`config.mk`:
```
export PLATFORM = sky130hd
export DESIGN_NAME = lpi_pend_engine
export DESIGN_NICKNAME = d
export VERILOG_FILES = /design/src/rtl/lpi_pend_pkg.sv /design/src/rtl/lpi_pend_decode.sv /design/src/rtl/lpi_pend_ctrl.sv /design/src/rtl/lpi_pend_notify.sv /design/src/rtl/lpi_pend_engine.sv
export SDC_FILE = /design/constraint.sdc
export NUM_CORES = 1
export LEC_CHECK = 0
export ABC_CLOCK_PERIOD_IN_PS = 4400
export BUFFER_PORTS_ARGS = -buffer_cell sky130_fd_sc_hd__buf_2
export CAP_MARGIN = 25
export CORE_MARGIN = 3
export CORE_UTILIZATION = 51
export CTS_BUF_LIST = sky130_fd_sc_hd__clkbuf_8 sky130_fd_sc_hd__clkbuf_16
export DETAILED_ROUTE_END_ITERATION = 10
export PLACE_DENSITY = 0.82
export SETUP_SLACK_MARGIN = 0.15
export SLEW_MARGIN = 20
export SYNTH_ARGS = -nofsm -noshare
export SYNTH_HDL_FRONTEND = slang
export SYNTH_SLANG_ARGS = --single-unit
```
`constraint.sdc`:
```
create_clock -name clk -period 4.4 [get_ports clk]
set_input_delay 1.1 -clock clk [delete_from_list [all_inputs] [get_ports clk]]
set_output_delay 1.1 -clock clk [all_outputs]
set_load 0.005 [all_outputs]
```
`src/rtl/lpi_pend_pkg.sv`:
```
package lpi_pend_pkg;
  typedef enum logic [2:0] {
    ST_IDLE,
    ST_CHECK,
    ST_RDREQ,
    ST_RDWAIT,
    ST_MODIFY,
    ST_WRREQ,
    ST_WRWAIT
  } eng_state_t;
endpackage

```
`src/rtl/lpi_pend_decode.sv`:
```
module lpi_pend_decode #(
  parameter int ID_W   = 32,
  parameter int ADDR_W = 32,
  parameter int IDB_W  = 5,
  parameter int BYTE_W = 8
) (
  input  logic [ID_W-1:0]          id,
  input  logic [IDB_W-1:0]         cfg_idbits,
  input  logic [ADDR_W-1:0]        tbl_base,
  output logic                     in_range,
  output logic [ADDR_W-1:0]        byte_addr,
  output logic [$clog2(BYTE_W)-1:0] bit_pos
);
  localparam int LIM_W = ID_W + 1;
  localparam int BIT_W = $clog2(BYTE_W);

  logic [LIM_W-1:0] limit;
  logic [IDB_W:0]   shamt;

  always_comb begin
    shamt     = {1'b0, cfg_idbits} + {{IDB_W{1'b0}}, 1'b1};
    limit     = {{(LIM_W-1){1'b0}}, 1'b1} << shamt;
    in_range  = ({1'b0, id} <= limit);
    byte_addr = tbl_base + ADDR_W'(id >> BIT_W);
    bit_pos   = id[BIT_W-1:0];
  end
endmodule

```
`src/rtl/lpi_pend_ctrl.sv`:
```
module lpi_pend_ctrl
  import lpi_pend_pkg::*;
#(
  parameter int ID_W   = 32,
  parameter int ADDR_W = 32,
  parameter int BYTE_W = 8
) (
  input  logic                      clk,
  input  logic                      rst_n,
  input  logic                      cmd_valid,
  output logic                      cmd_ready,
  input  logic                      cmd_op,
  input  logic [ID_W-1:0]           cmd_id,
  output logic [ID_W-1:0]           id_q,
  input  logic                      in_range,
  input  logic [ADDR_W-1:0]         byte_addr,
  input  logic [$clog2(BYTE_W)-1:0] bit_pos,
  output logic                      mem_req_valid,
  input  logic                      mem_req_ready,
  output logic                      mem_req_write,
  output logic [ADDR_W-1:0]         mem_req_addr,
  output logic [BYTE_W-1:0]         mem_req_wdata,
  input  logic                      mem_rsp_valid,
  input  logic [BYTE_W-1:0]         mem_rsp_rdata,
  output logic                      busy,
  output logic                      wr_done
);
  eng_state_t        st;
  logic              op_q;
  logic [BYTE_W-1:0] byte_q;
  logic [BYTE_W-1:0] mask;
  logic              cur_bit;

  always_comb begin
    mask          = {{(BYTE_W-1){1'b0}}, 1'b1} << bit_pos;
    cur_bit       = byte_q[bit_pos];
    cmd_ready     = (st == ST_IDLE);
    busy          = (st != ST_IDLE);
    mem_req_valid = (st == ST_RDREQ) || (st == ST_WRREQ);
    mem_req_write = (st == ST_WRREQ);
    mem_req_addr  = byte_addr;
    mem_req_wdata = op_q ? (byte_q | mask) : (byte_q & ~mask);
    wr_done       = (st == ST_WRWAIT) && mem_rsp_valid;
  end

  always_ff @(posedge clk) begin
    if (!rst_n) begin
      st     <= ST_IDLE;
      id_q   <= '0;
      op_q   <= 1'b0;
      byte_q <= '0;
    end else begin
      case (st)
        ST_IDLE: if (cmd_valid) begin
          id_q <= cmd_id;
          op_q <= cmd_op;
          st   <= ST_CHECK;
        end
        ST_CHECK:  st <= in_range ? ST_RDREQ : ST_IDLE;
        ST_RDREQ:  if (mem_req_ready) st <= ST_RDWAIT;
        ST_RDWAIT: if (mem_rsp_valid) begin
          byte_q <= mem_rsp_rdata;
          st     <= ST_MODIFY;
        end
        ST_MODIFY: st <= (cur_bit == op_q) ? ST_IDLE : ST_WRREQ;
        ST_WRREQ:  if (mem_req_ready) st <= ST_WRWAIT;
        ST_WRWAIT: if (mem_rsp_valid) st <= ST_IDLE;
        default:   st <= ST_IDLE;
      endcase
    end
  end

  assert_req_hold_R8: assert property (@(posedge clk) disable iff (!rst_n)
    (mem_req_valid && !mem_req_ready) |=> (mem_req_valid && $stable(mem_req_addr)
      && $stable(mem_req_write) && $stable(mem_req_wdata)));

  assert_one_bit_write_R6: assert property (@(posedge clk) disable iff (!rst_n)
    (mem_req_valid && mem_req_write) |-> ($countones(mem_req_wdata ^ byte_q) == 1));

  assert_idle_no_req_R1: assert property (@(posedge clk) disable iff (!rst_n)
    cmd_ready |-> !mem_req_valid);

  assert_drop_to_idle_R3: assert property (@(posedge clk) disable iff (!rst_n)
    (st == ST_CHECK && !in_range) |=> (cmd_ready && !mem_req_valid));

  assert_skip_no_write_R5: assert property (@(posedge clk) disable iff (!rst_n)
    (st == ST_MODIFY && cur_bit == op_q) |=> !mem_req_valid);
endmodule

```
`src/rtl/lpi_pend_notify.sv`:
```
module lpi_pend_notify (
  input  logic clk,
  input  logic rst_n,
  input  logic wr_done,
  output logic upd_req
);
  always_ff @(posedge clk) begin
    if (!rst_n) upd_req <= 1'b0;
    else        upd_req <= wr_done;
  end

  assert_pulse_width_R7: assert property (@(posedge clk) disable iff (!rst_n)
    upd_req |=> !upd_req);

  assert_pulse_cause_R7: assert property (@(posedge clk) disable iff (!rst_n)
    $rose(upd_req) |-> $past(wr_done));
endmodule

```
`src/rtl/lpi_pend_engine.sv`:
```
module lpi_pend_engine #(
  parameter int DATA_W = 64,
  parameter int ID_W   = 32,
  parameter int ADDR_W = 32,
  parameter int IDB_W  = 5,
  parameter int BYTE_W = 8
) (
  input  logic              clk,
  input  logic              rst_n,
  input  logic [IDB_W-1:0]  cfg_idbits,
  input  logic [ADDR_W-1:0] tbl_base,
  input  logic              cmd_valid,
  output logic              cmd_ready,
  input  logic              cmd_op,
  input  logic [DATA_W-1:0] cmd_data,
  output logic              mem_req_valid,
  input  logic              mem_req_ready,
  output logic              mem_req_write,
  output logic [ADDR_W-1:0] mem_req_addr,
  output logic [BYTE_W-1:0] mem_req_wdata,
  input  logic              mem_rsp_valid,
  input  logic [BYTE_W-1:0] mem_rsp_rdata,
  output logic              busy,
  output logic              upd_req
);
  localparam int BIT_W = $clog2(BYTE_W);

  logic [ID_W-1:0]   cmd_id;
  logic [ID_W-1:0]   id_q;
  logic              in_range;
  logic [ADDR_W-1:0] byte_addr;
  logic [BIT_W-1:0]  bit_pos;
  logic              wr_done;

  assign cmd_id = cmd_data[ID_W-1:0];

  lpi_pend_decode #(.ID_W(ID_W), .ADDR_W(ADDR_W), .IDB_W(IDB_W), .BYTE_W(BYTE_W)) u_dec (
    .id(id_q), .cfg_idbits(cfg_idbits), .tbl_base(tbl_base),
    .in_range(in_range), .byte_addr(byte_addr), .bit_pos(bit_pos)
  );

  lpi_pend_ctrl #(.ID_W(ID_W), .ADDR_W(ADDR_W), .BYTE_W(BYTE_W)) u_ctrl (
    .clk(clk), .rst_n(rst_n),
    .cmd_valid(cmd_valid), .cmd_ready(cmd_ready), .cmd_op(cmd_op), .cmd_id(cmd_id),
    .id_q(id_q), .in_range(in_range), .byte_addr(byte_addr), .bit_pos(bit_pos),
    .mem_req_valid(mem_req_valid), .mem_req_ready(mem_req_ready),
    .mem_req_write(mem_req_write), .mem_req_addr(mem_req_addr),
    .mem_req_wdata(mem_req_wdata), .mem_rsp_valid(mem_rsp_valid),
    .mem_rsp_rdata(mem_rsp_rdata), .busy(busy), .wr_done(wr_done)
  );

  lpi_pend_notify u_ntf (.clk(clk), .rst_n(rst_n), .wr_done(wr_done), .upd_req(upd_req));

  assert_busy_excl_R1: assert property (@(posedge clk) disable iff (!rst_n)
    (cmd_valid && cmd_ready) |=> busy);
endmodule

```
==> metrics, run 1 <==
DIE WIDTH approximately 100 um; sequential share of the synthesized area 20.0%; Post-CTS Hold Fix Bufs 0; fin crit share a little over nine tenths; HP Class reg -> reg; Pins Over Slew Limit 0; number of global-route vias before repair 5129; measured slew at the worst slew-check pin 0.689 ns; FP Rows 33; Non-Filler Instances 881; Reg2Reg Depth 8; IO Port Bufs 127; Total Power 1.55 mW; Worst path slowest cell fa_2; post-route cell area around 6100 um2; DP Area approximately 5400 um2; Initial Utilization 53.7%; IR Drop Worst-Case VDD 0.207 mV; WL final 14.1 mm; Global Route Usage Sum 27.2%; DIE AREA 9990 um2; hold_ws 0.474 ns; WL/cell 16.0 um; flop-to-flop setup slack 2.30 ns; routability congestion estimate 0.891; worst clock skew 0.0105 ns; CP Cell Sequence buf_8 -> ha_4 -> inv_2 -> fa_2 -> nor2b_4 -> o31ai_4 -> a211oi_2 -> buf_4 -> o31ai_4 -> buf_4 -> a21boi_4 -> o21ai_2 -> a211oi_2 -> buf_2; Reg2Reg Capture Point u_ctrl.st[1]; Flop pwr share 30.9%; commonest non-fill, non-tap cell in the layout nand2_1; drt first-iter violations 232; placed instance count 858; Area Overhead vs Synth 35.9%; worst slew margin relative to its limit a little over half; Crit Path Class in -> out; net switching power figure 0.575 mW; number of fill cells 641; DRC Markers 0; area of the multi-input gates 3860 um2; first-pass GRT wire length 22.8 mm; outcome finished clean; Final setup viols 0; Logic pwr share roughly 48%; Clock Pin Slew Worst Setup and Hold Paths about 0.080 ns; cell area after synthesis 4500 um2; clock sink count 45; Die Ht 99.9 um; Mapped Nets 799; Fin. Hold Viols 0; CP top delay family compound AO/OA/AOI/OAI gates; fmax 232 MHz; Hold Path Depth 2; total negative slack 0 ns; startpoint types primary input; ANT nets after route 0; Crit Path Max Fanout 3; cell count after synthesis 622; pwr dens 254 nW/um2; Post-synth EDFFs 0; root buf cell clkbuf_8; Num CTS Buffers 5; sw frac 37.0%; largest net degree at the start of global routing 45; Critical Path RT 3.30 ns; clock buffer depth 2; Ys Warns 0; CTS tree yes; Syn Area/Cell 7.24 um2; core area 8380 um2; Main synth FF type dfxtp_1; DRT Pass-1 Iters 5; Critical R2R Launch u_ctrl.id_q[2]; slowest stage delay, CP roughly 0.36 ns; commonest cells after routing, fill and taps aside 139 x nand2_1, 123 x buf_2, 75 x a21oi_1; layout cells sized above 1 32.2%; ant diodes 0; # IOs between 150 and 200; RSZ-0062 raised after global routing yes; grt total ovfl 0; post-detail-place hpwl 10.5 mm; P_int between 0.9 and 1 mW; ys async rst share 0%; Crit path buffers/inverters 5; Lkg Pwr around 2.8 nW; Worst EP arrival roughly 3.2 ns; maxcap violations 0; worst hold path endpoint u_ctrl.byte_q[5]; hold path start u_ctrl.byte_q[5]; antenna violations before repair 0; via count 5230; post-layout min period roughly 4.3 ns; Storage cell area 901 um2; Clock Latency Late Sink around 0.30 ns; Via density 5.94; Final #Nets 952; Setup crit end kind output pin; CTS HTree Levels 2; clock share of power a little over a fifth; Netlist cell types 58; Seq cells post-synth 45
==> synthesized netlist by cell type, types with 2 or more instances <==
cell        n  area, um2
nor3b_1     6       45.0
dfxtp_1    45        901
o21bai_1    6       45.0
a31oi_1     6       37.5
a22oi_1     3       22.5
nor4_1      2       12.5
and3_1      3       18.8
a21o_1     27        203
inv_1      20       75.1
xnor2_1    15        131
and3b_1     2       17.5
nand3_1    15       75.1
nand2_1   143        537
a21boi_0    3       22.5
mux4_2      2       45.0
ha_1       61        763
nand2b_1    7       43.8
nor2b_1     7       43.8
xor2_1      5       43.8
o21a_1      4       30.0
o311a_1     2       20.0
nand4_1     9       56.3
a2111o_1    2       22.5
or3_1       2       12.5
o211ai_1    7       52.6
a21oi_1    82        410
o311ai_0    3       26.3
and2_1      6       37.5
o31ai_1     7       52.6
nor3_1     11       55.1
a211oi_1    6       45.0
clkbuf_1   25       93.8
mux2_2      8       90.1
nand3b_1    2       15.0
nor2_1     29        109
o21ai_0    17       85.1
==> worst min-delay path, cell delays in order (launching register included) <==
cell	delay [ns]
dfxtp_1	0.32
nand2_1	0.05
a21oi_1	0.05
==> layer usage <==
metal	track usage, %	routed length [um]
met1	33.3	5840
met2	48.8	7100
met3	4.73	888
met4	7.67	302
met5	0	0
==> metrics by stage <==
step / worst slack, ns / util, %
CTS: 0.103 / 70.3
global route: 0.0264 / 73.0
floorplan: 0.314 / -
finish: 0.0890 / 73.0
detailed placement: -0.258 / 64.4
global placement: -0.182 / 64.4
==> timing repair <==
action | CTS | global route
setup endpoints to repair | 17 | 19
gates cloned | 0 | 0
endpoints found under the hold margin | 0 | 0
pin swaps | 16 | 23
gates resized for setup | 47 | 42
setup buffers | 10 | 5
==> state kept, by name, summed over array words and instances, names as in the netlist <==
register       count
u_ctrl.st          3
u_ctrl.byte_q      8
u_ntf.upd_req      1
u_ctrl.op_q        1
u_ctrl.id_q       32
==> power groups by stage <==
stage / combinational (mW) / clock [mW] / sequential (mW)
2_1_floorplan: 0.411 / 0 / 0.461
3_3_place_gp: 0.599 / 0 / 0.481
3_5_place_dp: 0.624 / 0 / 0.483
4_1_cts: 0.682 / 0.339 / 0.478
5_1_grt: 0.818 / 0.357 / 0.485
6_report: 0.740 / 0.333 / 0.480
==> kinds of logic after synthesis <==
group,count (synthesis),synth area share [%]
muxes,11,3.22
adders and majority gates,62,17.4
buffers and inverters,48,4.03
other,1,0.0833
DFF,45,20.0
and+or+nand+nor,249,25.1
AOI/OAI and AO/OA,186,26.2
xor gates and xnor gates,20,3.89
==> layout make-up <==
| type | instances | share of cell area (%) |
|---|---|---|
| clock buffer | 6 | 1.35 |
| inverter | 21 | 1.37 |
| multi-input combinational | 529 | 63.1 |
| timing repair buffer | 173 | 16.7 |
| clock inverter | 2 | 0.613 |
| tap | 105 | 2.15 |
| sequential | 45 | 14.7 |
==> worst max-delay path by stage <==
stage               cells past startpoint          endpoint   startpoint
finish                                 14  mem_req_addr[24]  tbl_base[0]
global route                           14  mem_req_addr[24]  tbl_base[0]
CTS                                    13  mem_req_addr[30]  tbl_base[0]
detailed placement                     13  mem_req_addr[30]  tbl_base[0]
global placement                       13  mem_req_addr[30]  tbl_base[0]
floorplan                               9  mem_req_addr[31]  tbl_base[8]
(Power assumes the default switching activity.)
==> run 2: changes to the inputs <==
==> constraint.sdc (replaced) <==
create_clock -name clk -period 4.4 [get_ports clk]
set_input_delay 1.1 -clock clk [delete_from_list [all_inputs] [get_ports clk]]
set_output_delay 1.1 -clock clk [all_outputs]
set_load 0.02 [all_outputs]
==> run 2 against run 1 <==
Compared with the run above: combinational power rose by 12%; non-clock buffer count rose by 1; flip-flop and latch count did not move; global-route usage fell by 0.62 points; fmax fell by 0.49%; total power rose by 0.34%; clock skew fell by 0.0038 ns; wire length fell by 0.42%; via count fell by 2.1%; critical path type unchanged; largest power group unchanged.
==> metrics, run 2 (synthesis results as in run 1) <==
clock sink count 45; measured slew at the worst slew-check pin 0.692 ns; Crit Path Class in -> out; biggest regs u_ctrl.id_q x32, u_ctrl.byte_q x8, u_ctrl.st x3; Num CTS Buffers 5; Pins Over Slew Limit 0; commonest non-fill, non-tap cell in the layout nand2_1; Clock Pin Slew Worst Setup and Hold Paths approximately 0.08 ns; Global Route Usage Sum 26.6%; via count 5121; Via density 5.81; commonest cells after routing, fill and taps aside 140 x nand2_1, 113 x buf_2, 74 x a21oi_1; DRC Markers 0; Final setup viols 0; FP Rows 33; pwr dens between 200 and 300 nW/um2; Reg with most FFs u_ctrl.id_q; root buf cell clkbuf_8; P_int 0.914 mW; clock share of power 15.9%; CTS HTree Levels 2; first-pass GRT wire length between 20 and 25 mm; number of global-route vias before repair around 5000; post-route cell area between 6000 and 7000 um2; drt first-iter violations around 300; Clock Latency Late Sink 0.30 ns; DIE AREA 9990 um2; final core utilization between 70 and 80%; DRT Pass-1 Iters 5; Final #Nets 953; WL/cell between 15 and 20 um; core area 8380 um2; maxcap violations 0; IR Drop Worst-Case VDD approximately 0.15 mV; Lkg Pwr 2.78 nW; max reg flops 32; net switching power figure roughly 0.64 mW; WL final approximately 14 mm; fin crit share 98.5%; post-layout worst setup margin 0.0676 ns; Logic pwr share a little over half; ant diodes 0; Worst EP arrival 3.23 ns; worst clock skew 0.00666 ns; number of fill cells 639; DIE WIDTH 99.9 um; post-layout min period between 4 and 5 ns; Critical Path RT 3.30 ns; Initial Utilization 53.7%; clock buffer depth 2; Setup crit end kind output pin; ANT nets after route 0; antenna violations before repair 0; Die Ht between 90 and 100 um; outcome finished clean; post-detail-place hpwl around 11 mm; HP Class reg -> reg; # IOs 160; sw frac between 40% and 50%; startpoint types primary input; fmax 231 MHz; routability congestion estimate 0.895; Crit Path Max Fanout 5; RSZ-0062 raised after global routing yes; CTS tree yes; layout cells sized above 1 31.5%; DP Area 5480 um2; dpl ws -0.265 ns; Fin. Hold Viols 0; grt total ovfl 0; worst slew margin relative to its limit around 54%; Area Overhead vs Synth 35.3%; largest net degree at the start of global routing 34; Flop pwr share 30.7%; IO Port Bufs 127
run 2: cell types whose count changed in the layout (fill, tap and decap cells not counted), moves of 2 or more:
cell,before,now
buf_2,123,113
inv_2,1,3
o31ai_1,2,4
o31ai_2,3,1
a21oi_2,5,7
nand2_2,4,2
buf_6,6,9
a21boi_2,0,2
ha_1,45,47
buf_4,43,50
inv_4,2,0
clkinv_2,0,2
ha_4,15,13
run 2: power groups by stage:
stage	Sequential [mW]	Clock, mW	Combinational (mW)
floorplan	0.461	0	0.495
global placement	0.481	0	0.693
detailed placement	0.483	0	0.725
CTS	0.477	0.256	0.782
global route	0.483	0.269	0.905
finish	0.479	0.248	0.832
run 2: area by class of cell:
cell class	count	area (um2)	area share, %
Inverter	21	78.8	1.29
Sequential cell	45	901	14.8
Tap cell	105	131	2.16
Timing Repair Buffer	174	1080	17.8
Clock inverter	3	13.8	0.226
Multi-Input combinational cell	529	3810	62.6
Clock buffer	5	68.8	1.13
run 2: final timing paths:
check,startpoint,to,slack (ns),depth (start not counted)
min,u_ctrl.byte_q[1],u_ctrl.byte_q[1],0.48,2
max reg2reg,u_ctrl.id_q[2],u_ctrl.st[1],2.32,8
max,tbl_base[1],mem_req_addr[19],0.07,9
min reg2reg,u_ctrl.byte_q[1],u_ctrl.byte_q[1],0.48,2
run 2: repair_timing:
action                                 4_1_cts  5_1_grt
gates resized for setup                     56       32
endpoints found under the hold margin        0        0
setup buffers                                7        2
setup endpoints to repair                   18       21
pin swaps                                   22       16
hold buffers                                 0        0
run 2: metal layers:
metal | vias to the layer above | part of all wire (%) | GRT usage [%]
met5 | - | 0 | 0
met3 | 22 | 7.1 | 4.31
met2 | 214 | 49 | 47.7
met4 | 0 | 1.4 | 6.51
li1 | 2533 | - | -
met1 | 2352 | 42 | 33.2
run 2: critical path, stage by stage:
cell and delay, ns:
buf_8 0.10, ha_4 0.26, a21oi_4 0.06, o311ai_4 0.26, or4b_4 0.52, o211ai_4 0.16, a31oi_1 0.22, o311ai_1 0.32
buf_2 0.23
run 2: metrics by stage:
step	instances	total power, mW	TNS (ns)	hold WS (ns)
2_1_floorplan	622	0.955	0	0.443
3_3_place_gp	864	1.17	-1.11	0.455
3_5_place_dp	865	1.21	-1.44	0.463
4_1_cts	880	1.51	0	0.475
5_1_grt	882	1.66	0	0.500
6_report	882	1.56	0	0.476
